[src/rtl/pwmx_pkg.sv]
package pwmx_pkg;

    localparam int CNT_W    = 13;   // period and threshold width
    localparam int DIV_W    = 3;    // divider exponent width
    localparam int MODE_POS = 15;   // run-mode bit in the control word
    localparam int MAX_CH   = 8;

    typedef struct packed {
        logic             mode;
        logic [DIV_W-1:0] div;
        logic [CNT_W-1:0] per;
        logic [CNT_W-1:0] thr;
    } chan_cfg_t;

    typedef enum logic [2:0] {
        SEL_NONE,
        SEL_ENABLE,
        SEL_CTRL,
        SEL_PERIOD,
        SEL_THRESH
    } reg_sel_e;

    // Bank base of a channel; the spacing is not uniform.
    function automatic logic [11:0] bank_base(input int unsigned ch);
        case (ch)
            0:       return 12'h010;
            1:       return 12'h050;
            2:       return 12'h090;
            3:       return 12'h0D0;
            4:       return 12'h110;
            5:       return 12'h150;
            6:       return 12'h190;
            default: return 12'h220;
        endcase
    endfunction

    function automatic logic [11:0] period_off(input bit alt, input int unsigned ch);
        return (alt && ch > 2) ? 12'h030 : 12'h02C;
    endfunction

    function automatic logic [11:0] thresh_off(input bit alt, input int unsigned ch);
        return (alt && ch > 2) ? 12'h034 : 12'h030;
    endfunction

    // Output level for a running channel.
    function automatic logic wave_level(input logic [CNT_W-1:0] cnt,
                                        input logic [CNT_W-1:0] thr,
                                        input logic [CNT_W-1:0] per);
        if (thr == '0)
            return 1'b0;
        else if (thr >= per)
            return 1'b1;
        else
            return (cnt < thr);
    endfunction

endpackage

[src/rtl/pwm_decode.sv]
module pwm_decode
    import pwmx_pkg::*;
#(
    parameter int NCH     = 8,
    parameter bit ALT_MAP = 1'b0,
    parameter int ADDR_W  = 12,
    localparam int CH_W   = (NCH > 1) ? $clog2(NCH) : 1
) (
    input  logic [ADDR_W-1:0] addr,
    output reg_sel_e          sel,
    output logic [CH_W-1:0]   ch
);

    always_comb begin
        sel = SEL_NONE;
        ch  = '0;
        if (addr == '0)
            sel = SEL_ENABLE;
        for (int i = 0; i < NCH; i++) begin
            if (addr == ADDR_W'(bank_base(i))) begin
                sel = SEL_CTRL;
                ch  = CH_W'(i);
            end
            if (addr == ADDR_W'(bank_base(i) + period_off(ALT_MAP, i))) begin
                sel = SEL_PERIOD;
                ch  = CH_W'(i);
            end
            if (addr == ADDR_W'(bank_base(i) + thresh_off(ALT_MAP, i))) begin
                sel = SEL_THRESH;
                ch  = CH_W'(i);
            end
        end
    end

endmodule

[src/rtl/pwm_regs.sv]
module pwm_regs
    import pwmx_pkg::*;
#(
    parameter int NCH    = 8,
    parameter int DATA_W = 32,
    localparam int CH_W  = (NCH > 1) ? $clog2(NCH) : 1
) (
    input  logic              clk,
    input  logic              rst,
    input  logic              wr_en,
    input  logic              rd_en,
    input  reg_sel_e          sel,
    input  logic [CH_W-1:0]   ch,
    input  logic [DATA_W-1:0] wdata,
    output logic [DATA_W-1:0] rdata,
    output logic [NCH-1:0]    en,
    output chan_cfg_t         cfg [NCH]
);

    logic [DATA_W-1:0] rd_val;
    logic              unused_wdata;

    assign unused_wdata = ^wdata;

    always_comb begin
        rd_val = '0;
        case (sel)
            SEL_ENABLE: rd_val = DATA_W'(en);
            SEL_CTRL: begin
                rd_val[MODE_POS]  = cfg[ch].mode;
                rd_val[DIV_W-1:0] = cfg[ch].div;
            end
            SEL_PERIOD: rd_val = DATA_W'(cfg[ch].per);
            SEL_THRESH: rd_val = DATA_W'(cfg[ch].thr);
            default:    rd_val = '0;
        endcase
    end

    always_ff @(posedge clk) begin
        if (rst) begin
            en    <= '0;
            rdata <= '0;
            for (int i = 0; i < NCH; i++)
                cfg[i] <= '0;
        end else begin
            if (wr_en) begin
                case (sel)
                    SEL_ENABLE: en <= wdata[NCH-1:0];
                    SEL_CTRL: begin
                        cfg[ch].mode <= wdata[MODE_POS];
                        cfg[ch].div  <= wdata[DIV_W-1:0];
                    end
                    SEL_PERIOD: cfg[ch].per <= wdata[CNT_W-1:0];
                    SEL_THRESH: cfg[ch].thr <= wdata[CNT_W-1:0];
                    default: ;
                endcase
            end
            if (rd_en)
                rdata <= rd_val;
        end
    end

endmodule

[src/rtl/pwm_chan.sv]
module pwm_chan
    import pwmx_pkg::*;
(
    input  logic      clk,
    input  logic      rst,
    input  logic      en_i,
    input  chan_cfg_t cfg_i,
    output logic      pwm_o
);

    localparam int PRE_W = (1 << DIV_W) - 1;

    logic             run;
    logic [PRE_W-1:0] pre;
    logic [PRE_W-1:0] pre_lim;
    logic             tick;
    logic [CNT_W-1:0] cnt;
    logic [DIV_W-1:0] act_div;
    logic [CNT_W-1:0] act_per;
    logic [CNT_W-1:0] act_thr;

    assign run     = en_i & cfg_i.mode;
    assign pre_lim = ~({PRE_W{1'b1}} << act_div);
    assign tick    = (pre == pre_lim);

    always_ff @(posedge clk) begin
        if (rst || !run) begin
            // Idle: clear the counters and track the programmed values.
            pre     <= '0;
            cnt     <= '0;
            act_div <= cfg_i.div;
            act_per <= cfg_i.per;
            act_thr <= cfg_i.thr;
        end else if (tick) begin
            pre <= '0;
            if (cnt >= act_per) begin
                cnt     <= '0;
                act_div <= cfg_i.div;
                act_per <= cfg_i.per;
                act_thr <= cfg_i.thr;
            end else begin
                cnt <= cnt + 1'b1;
            end
        end else begin
            pre <= pre + 1'b1;
        end
    end

    assign pwm_o = run & wave_level(cnt, act_thr, act_per);

endmodule

[src/rtl/multi_pwm.sv]
module multi_pwm
    import pwmx_pkg::*;
#(
    parameter int NCH     = 8,     // 1, 4, 5, 6 or 8
    parameter bit ALT_MAP = 1'b0,  // moved period/threshold for channels above 2
    parameter int ADDR_W  = 12,
    parameter int DATA_W  = 32
) (
    input  logic              clk,
    input  logic              rst,
    input  logic              wr_en,
    input  logic              rd_en,
    input  logic [ADDR_W-1:0] addr,
    input  logic [DATA_W-1:0] wdata,
    output logic [DATA_W-1:0] rdata,
    output logic [NCH-1:0]    pwm_o
);

    localparam int CH_W = (NCH > 1) ? $clog2(NCH) : 1;

    reg_sel_e        sel;
    logic [CH_W-1:0] ch;
    logic [NCH-1:0]  en;
    chan_cfg_t       cfg [NCH];

    pwm_decode #(.NCH(NCH), .ALT_MAP(ALT_MAP), .ADDR_W(ADDR_W)) u_dec (
        .addr (addr),
        .sel  (sel),
        .ch   (ch)
    );

    pwm_regs #(.NCH(NCH), .DATA_W(DATA_W)) u_regs (
        .clk   (clk),
        .rst   (rst),
        .wr_en (wr_en),
        .rd_en (rd_en),
        .sel   (sel),
        .ch    (ch),
        .wdata (wdata),
        .rdata (rdata),
        .en    (en),
        .cfg   (cfg)
    );

    for (genvar g = 0; g < NCH; g++) begin : g_chan
        pwm_chan u_chan (
            .clk   (clk),
            .rst   (rst),
            .en_i  (en[g]),
            .cfg_i (cfg[g]),
            .pwm_o (pwm_o[g])
        );
    end

endmodule

[config.mk]
export PLATFORM = sky130hd
export DESIGN_NAME = multi_pwm
export DESIGN_NICKNAME = d
export VERILOG_FILES = /design/src/rtl/pwmx_pkg.sv /design/src/rtl/pwm_decode.sv /design/src/rtl/pwm_regs.sv /design/src/rtl/pwm_chan.sv /design/src/rtl/multi_pwm.sv
export SDC_FILE = /design/constraint.sdc
export NUM_CORES = 2
export LEC_CHECK = 0
export BUFFER_PORTS_ARGS = -buffer_cell sky130_fd_sc_hd__buf_4
export CAP_MARGIN = 25
export CORE_MARGIN = 8
export CORE_UTILIZATION = 40
export DETAILED_ROUTE_END_ITERATION = 6
export RECOVER_POWER = 25
export SYNTH_ARGS = -nofsm -noshare
export SYNTH_HDL_FRONTEND = slang
export SYNTH_HIERARCHICAL = 1
export SYNTH_SLANG_ARGS = --single-unit
[constraint.sdc]
create_clock -name clk -period 3.85 [get_ports clk]
set_input_delay 0.1925 -clock clk [delete_from_list [all_inputs] [get_ports clk]]
set_output_delay 0.1925 -clock clk [all_outputs]
set_load 0.01 [all_outputs]
# After elaboration in Yosys (flattened, before gate mapping)
# Cells that the tools add are included.
[word_totals] reg_bits=656 input_bits=48 out_inout_bits=40 elab_cells=407
[classes] add_sub_neg=16 n_lt_le_gt_ge=26 eq_ne=36 n_shift=8 muxes=161 n_bitwise=25 reduce_logical=61
[ops] operator="240-bit bitwise mux" count=4
[ops] operator="13-bit two-way mux" count=57
[ops] operator="240-bit case mux with 3 select lines" count=1
[ops] operator="30-bit demux with 3-bit select" count=4
[ops] operator="13-bit greater-or-equal comparator" count=16
[ops] operator="3-bit two-way mux" count=68
[ops] operator="12-bit by 9-bit equality test with 1-bit output, second input constant" count=10
[ops] operator="13-bit by 1-bit adder with 13-bit output, second input constant" count=8
[ops] operator="13-bit zero test" count=8
[ops] operator="13-bit < comparator" count=8
[ops] operator="30-bit binary-select mux with 3-bit select" count=1
[ops] operator="30-bit two-way mux" count=3
[ops] operator="12-bit by 8-bit equality test with 1-bit output, second input constant" count=6
[ops] operator="7-bit by 1-bit adder with 7-bit output, second input constant" count=8
[ops] operator="7-bit equality test" count=8
[ops] operator="7-bit NOT" count=8
[ops] operator="7-bit by 3-bit << shifter with 7-bit output, first input constant" count=8
[ops] operator="12-bit by 10-bit equality test with 1-bit output, second input constant" count=3
[ops] operator="12-bit by 7-bit equality test with 1-bit output, second input constant" count=3
[ops] operator="2-bit nonzero test" count=16
[ops] operator="10-bit case mux with 3 select lines" count=1
[ops] operator="29-bit two-way mux" count=1
[ops] operator="26-bit two-way mux" count=1
[ops] operator="2-bit AND reduction" count=10
[ops] operator="other kinds (17)" count=72

# Longest topological paths before layout
[depth] word_depth=30 depth_mapped=13

# Hierarchy
# Netlist, hierarchy kept.
[by_module_without_submodules] module="pwm_chan" instances=8 cells_per_inst=282 area_per_inst_um2=2821.5
[by_module_without_submodules] module="pwm_regs" instances=1 cells_per_inst=1453 area_per_inst_um2=11772.5
[by_module_without_submodules] module="pwm_decode" instances=1 cells_per_inst=53 area_per_inst_um2=366.6

# Least setup slack after synthesis
# Ideal clock, no wire load.
[synth_timing] path_type="register to register" from="register g_chan[0].u_chan.act_div[2]" to="register g_chan[0].u_chan.act_div[0], enable pin" setup_time_ns=0.405 arrival_ns=2.568 path_slack_ns=0.877 stages_incl_launch_ff=8 n_path_buf=2 synth_period_minus_slack_ns=2.973 cell_sequence="edfxtp_1 clkbuf_2 a21oi_1 o21bai_1 a221o_1 nor3_1 a211o_1 clkbuf_1"
[synth_between] elab_chain_len=5
[synth_rtl] item="start: declaration" line="pwm_chan.sv:18" text="logic [DIV_W-1:0] act_div;"
[synth_rtl] item="start signal: assignment" line="pwm_chan.sv:31" text="act_div <= cfg_i.div;"
[synth_rtl] item="start signal: assignment" line="pwm_chan.sv:38" text="act_div <= cfg_i.div;"
[synth_rtl] item="7-bit by 3-bit << shifter with 7-bit output" line="pwm_chan.sv:23" text="assign pre_lim = ~({PRE_W{1'b1}} << act_div);"
[synth_rtl] item="7-bit NOT" line="pwm_chan.sv:23"
[synth_rtl] item="7-bit equality test" line="pwm_chan.sv:24" text="assign tick = (pre == pre_lim);"
[synth_rtl] item="2-bit nonzero test (no line)"
[synth_rtl] item="2-bit AND reduction (no line)"
# No other way between the ends.
# A chain may end at the register's enable or synchronous reset.

# Worst setup path after layout
[layout_timing] from="register g_chan[3].u_chan.act_thr[2]" to="output port pwm_o[3]"
[layout_between] elab_chain_len=4 elab_cells_between_ends=6
[layout_rtl] item="start: declaration" line="pwm_chan.sv:20" text="logic [CNT_W-1:0] act_thr;"
[layout_rtl] item="start signal: assignment" line="pwm_chan.sv:33" text="act_thr <= cfg_i.thr;"
[layout_rtl] item="start signal: assignment" line="pwm_chan.sv:40" text="act_thr <= cfg_i.thr;"
[layout_rtl] item="13-bit < comparator or 13-bit greater-or-equal comparator (tied branches)" line="pwmx_pkg.sv:54, pwmx_pkg.sv:51"
[layout_rtl] item="1-bit two-way mux" line="pwmx_pkg.sv:51" text="else if (thr >= per)"
[layout_rtl] item="1-bit two-way mux *" line="pwmx_pkg.sv:49" text="if (thr == '0)"
[layout_rtl] item="1-bit bitwise AND *" line="pwm_chan.sv:49" text="assign pwm_o = run & wave_level(cnt, act_thr, act_per);"
[layout_rtl] item="end: declaration" line="multi_pwm.sv:16" text="output logic [NCH-1:0] pwm_o"
# Mark *: on every way between the ends. The rest lies on a longest branch, timed or not.

==> summary.md <==
| Metric | Value |
|---|---|
| Post-CTS sizing | 0 |
| Die W | between 300 and 400 um |
| Final Hold Viols | 0 |
| Dpl cells | 4,847 |
| Port bufs | 51 |
| Max Clk Rate | 347 MHz |
| Non-Filler Instances | 4,998 |
| Worst skew pair latency | 0.64 ns |
| Area Overhead vs Synth | 11.6% |
| RSZ-0062 raised after global routing | false |
| HP Class | input pin to flip-flop |
| Net switching power | 3.21 mW |
| CP Capture Type | primary output |
| WL final | 103,000 um |
| Yosys top cell by area | dfxtp_1 |
| Row Count | 108 |
| Clock buffer count from CTS | 74 |
| Fill cells | 8,241 |
| FF-to-FF Start | g_chan[6].u_chan/act_div[2] |
| Static Leak | 14.0 nW |
| Die Span Y | 311 um |
| Layout cells sized above 1 | 8.09% |
| Kind of cell adding the most delay to the critical path | compound AO/OA/AOI/OAI gates |
| Number of H-tree levels | 3 |
| Critical setup path kind | flip-flop to primary output |
| Maximum vdd drop | 0.322 mV |
| Largest net degree at the start of global routing | between 70 and 80 |
| Worst path max stage delay | 0.48 ns |
| Slowest stage cell on the critical path | a311oi_1 |
| Hold-fix buffers, CTS | 13 |
| Vias in the first global route | 26,052 |
| Top_reg_cell synth | dfxtp_1 |
| Die area | 0.0965 sq mm |
| Worst path cell trace | inv_1 -> ha_1 -> a21oi_1 -> a211oi_1 -> nor3_1 -> o21ai_0 -> a311oi_1 -> buf_4 |
| EDFF count, synth | 232 |
| Setup violators final | 0 |
| Vias/cell | ~5.6 |
| First-pass GRT wire length | between 150,000 and 200,000 um |
| Hpwl dp | 75,600 um |
| Fin Setup TNS | 0 ns |
| Flip-flop and latch area | 0.0154 sq mm |
| Yosys cell types | 74 |
| Initial detailed-routing violation count | about 3,100 |
| WL per Instance | 20.7 um |
| Initial antenna violation count | 3 |
| Total track usage | 20.5% |
| I/O Pins | 88 |
| Fin. max-slew vios | 0 |
| Worst hold path startpoint | rst |
| Yosys warnings | 6 |
| Routability cong. | slightly below 1 |
| Routed Antenna Nets | 0 |
| GRT overflow | 0 |
| Clk_skew | 0.0366 ns |
| Async S/R FF share, synth | 0% |
| Sequential Power Share | 48.3% |
| Via count | 28,103 |
| Clock transition at the registers of the reported paths | roughly 0.060 ns |
| #FFs+latches synth | 654 |
| Final instance area | 0.0387 sq mm |
| CP bufs+invs | 2 |
| Core footprint | 0.0863 sq mm |
| Combinational cell fraction of total power | under 10% |
| P_int | 11.5 mW |
| Worst rel slew slack | 44.5% |
| Nets | just over 4,000 |
| Sw frac | around 22% |
| CP max FO | 2 |
| Initial Utilization | roughly 40% |
| Max-cap violations | 0 |
| CTS tree | done |
| Synth area leaders | dfxtp_1 (24%), edfxtp_1 (20%), ha_1 (12%) |
| Crit path time final | 2.89 ns |
| Pwr Total | 14.7 mW |
| Syn Std Cell Area | ~0.035 sq mm |
| Crit path DAT | 2.69 ns |
| Cell Area, Placed | 0.0361 sq mm |
| Startpoint class of the critical path | flip-flop |
| Drt first pass iters | 6 |
| Pwr dens | 381 mW/mm^2 |
| CTS max path bufs | 3 |
| DRC viols | 0 |
| Multi-input logic area | 0.0172 sq mm |
| Worst hold slack | between 0.03 and 0.04 ns |
| WP data required | about 3.7 ns |
| Sequential element share of the synthesized area | between 40 and 50% |
| Worst Max-Slew Pin Slew | 0.828 ns |
| Synth top area share | 24.3% |
| Syn Area/Cell | 9.23 sq um |
| Status | finished clean |
| CTS Root Cell | clkbuf_16 |
| Clk sinks | 654 |
| # Post-CTS Setup Buffers | 0 |
| Critical path origin | g_chan[3].u_chan/act_thr[2] |
| Period utilization | 75.0% |
| Clock Power Share | 49.9% |
| Mapped Cells | about 3,800 |
[worst register-to-register path: cells and delay by family (launching register included)]
family	cells	cell delay (ns)
AOI/OAI and AO/OA	4	1.09
DFF	1	0.51
buffers and inverters	1	0.43
and+or+nand+nor	1	0.42
[cells by family after synthesis]
logic type	Yosys count	share of synthesized area (%)
compound gates	933	16.7
mux	95	3.02
other cells	1	0.0108
simple gates	1222	16.7
buf+inv	481	6.24
xor+xnor	56	1.41
flops	654	44.4
fa+ha+maj	320	11.5
[per-layer routing]
| metal | track usage [%] | part of all wire, % | up-vias |
|---|---|---|---|
| li1 | - | - | 13629 |
| met1 | 28.5 | 44 | 13262 |
| met2 | 31.4 | 44 | 1026 |
| met3 | 4.14 | 8.4 | 186 |
| met4 | 7.58 | 3.7 | 0 |
| met5 | 0 | 0 | - |
[Yosys cell counts, drive strengths merged, types with 61 or more instances]
master / instances
ha: 320
buf: 129
edfxtp: 232
nand3: 173
nand4: 61
a21oi: 423
nand2: 501
dfxtp: 422
mux2i: 71
clkbuf: 85
o21ai: 111
inv: 265
nor2: 252
[final timing paths]
check / slack, ns / cells past startpoint / endpoint
worst min register to register: 0.47 / 0 / g_chan[1].u_chan/act_per[6]
worst max-delay path: 0.96 / 8 / pwm_o[3]
worst max register to register: 1.03 / 6 / g_chan[6].u_chan/act_per[8]
worst min-delay path: 0.04 / 2 / flip-flop
[power by group through the flow]
stage	Combinational [mW]	Clock [mW]	Sequential [mW]
2_1_floorplan	0.142	0	7.27
3_3_place_gp	0.243	0	7.27
3_5_place_dp	0.242	0	7.27
4_1_cts	0.257	7.51	7.12
5_1_grt	0.273	7.75	7.12
6_report	0.264	7.36	7.12
[layout make-up]
| class | count | share of cell area, % |
|---|---|---|
| multi-input cells | 2644 | 44.4 |
| flip-flops and latches | 654 | 39.8 |
| repair buffers | 140 | 2.91 |
| inverters | 267 | 2.59 |
| clock buffers | 103 | 5.50 |
| diodes | 1 | 0.00646 |
| clock inverters | 34 | 1.03 |
| well taps | 1155 | 3.73 |
[metrics by stage]
step	utilization, %	setup WS (ns)
5_1_grt	44.9	0.768
3_3_place_gp	41.8	0.421
4_1_cts	44.9	0.931
6_report	44.9	0.964
3_5_place_dp	41.8	0.446
2_1_floorplan	-	0.877
[cell usage in the layout (no fill, tap or decap), types with 71 or more instances in the layout]
cell / instances
dfxtp_1: 422
mux2i_1: 71
edfxtp_1: 232
clkbuf_16: 79
o21ai_0: 110
nor2_1: 250
nand2_1: 496
nand3_1: 170
inv_1: 265
buf_4: 123
ha_1: 320
a21oi_1: 423
Power figures use the tool's default switching activity.
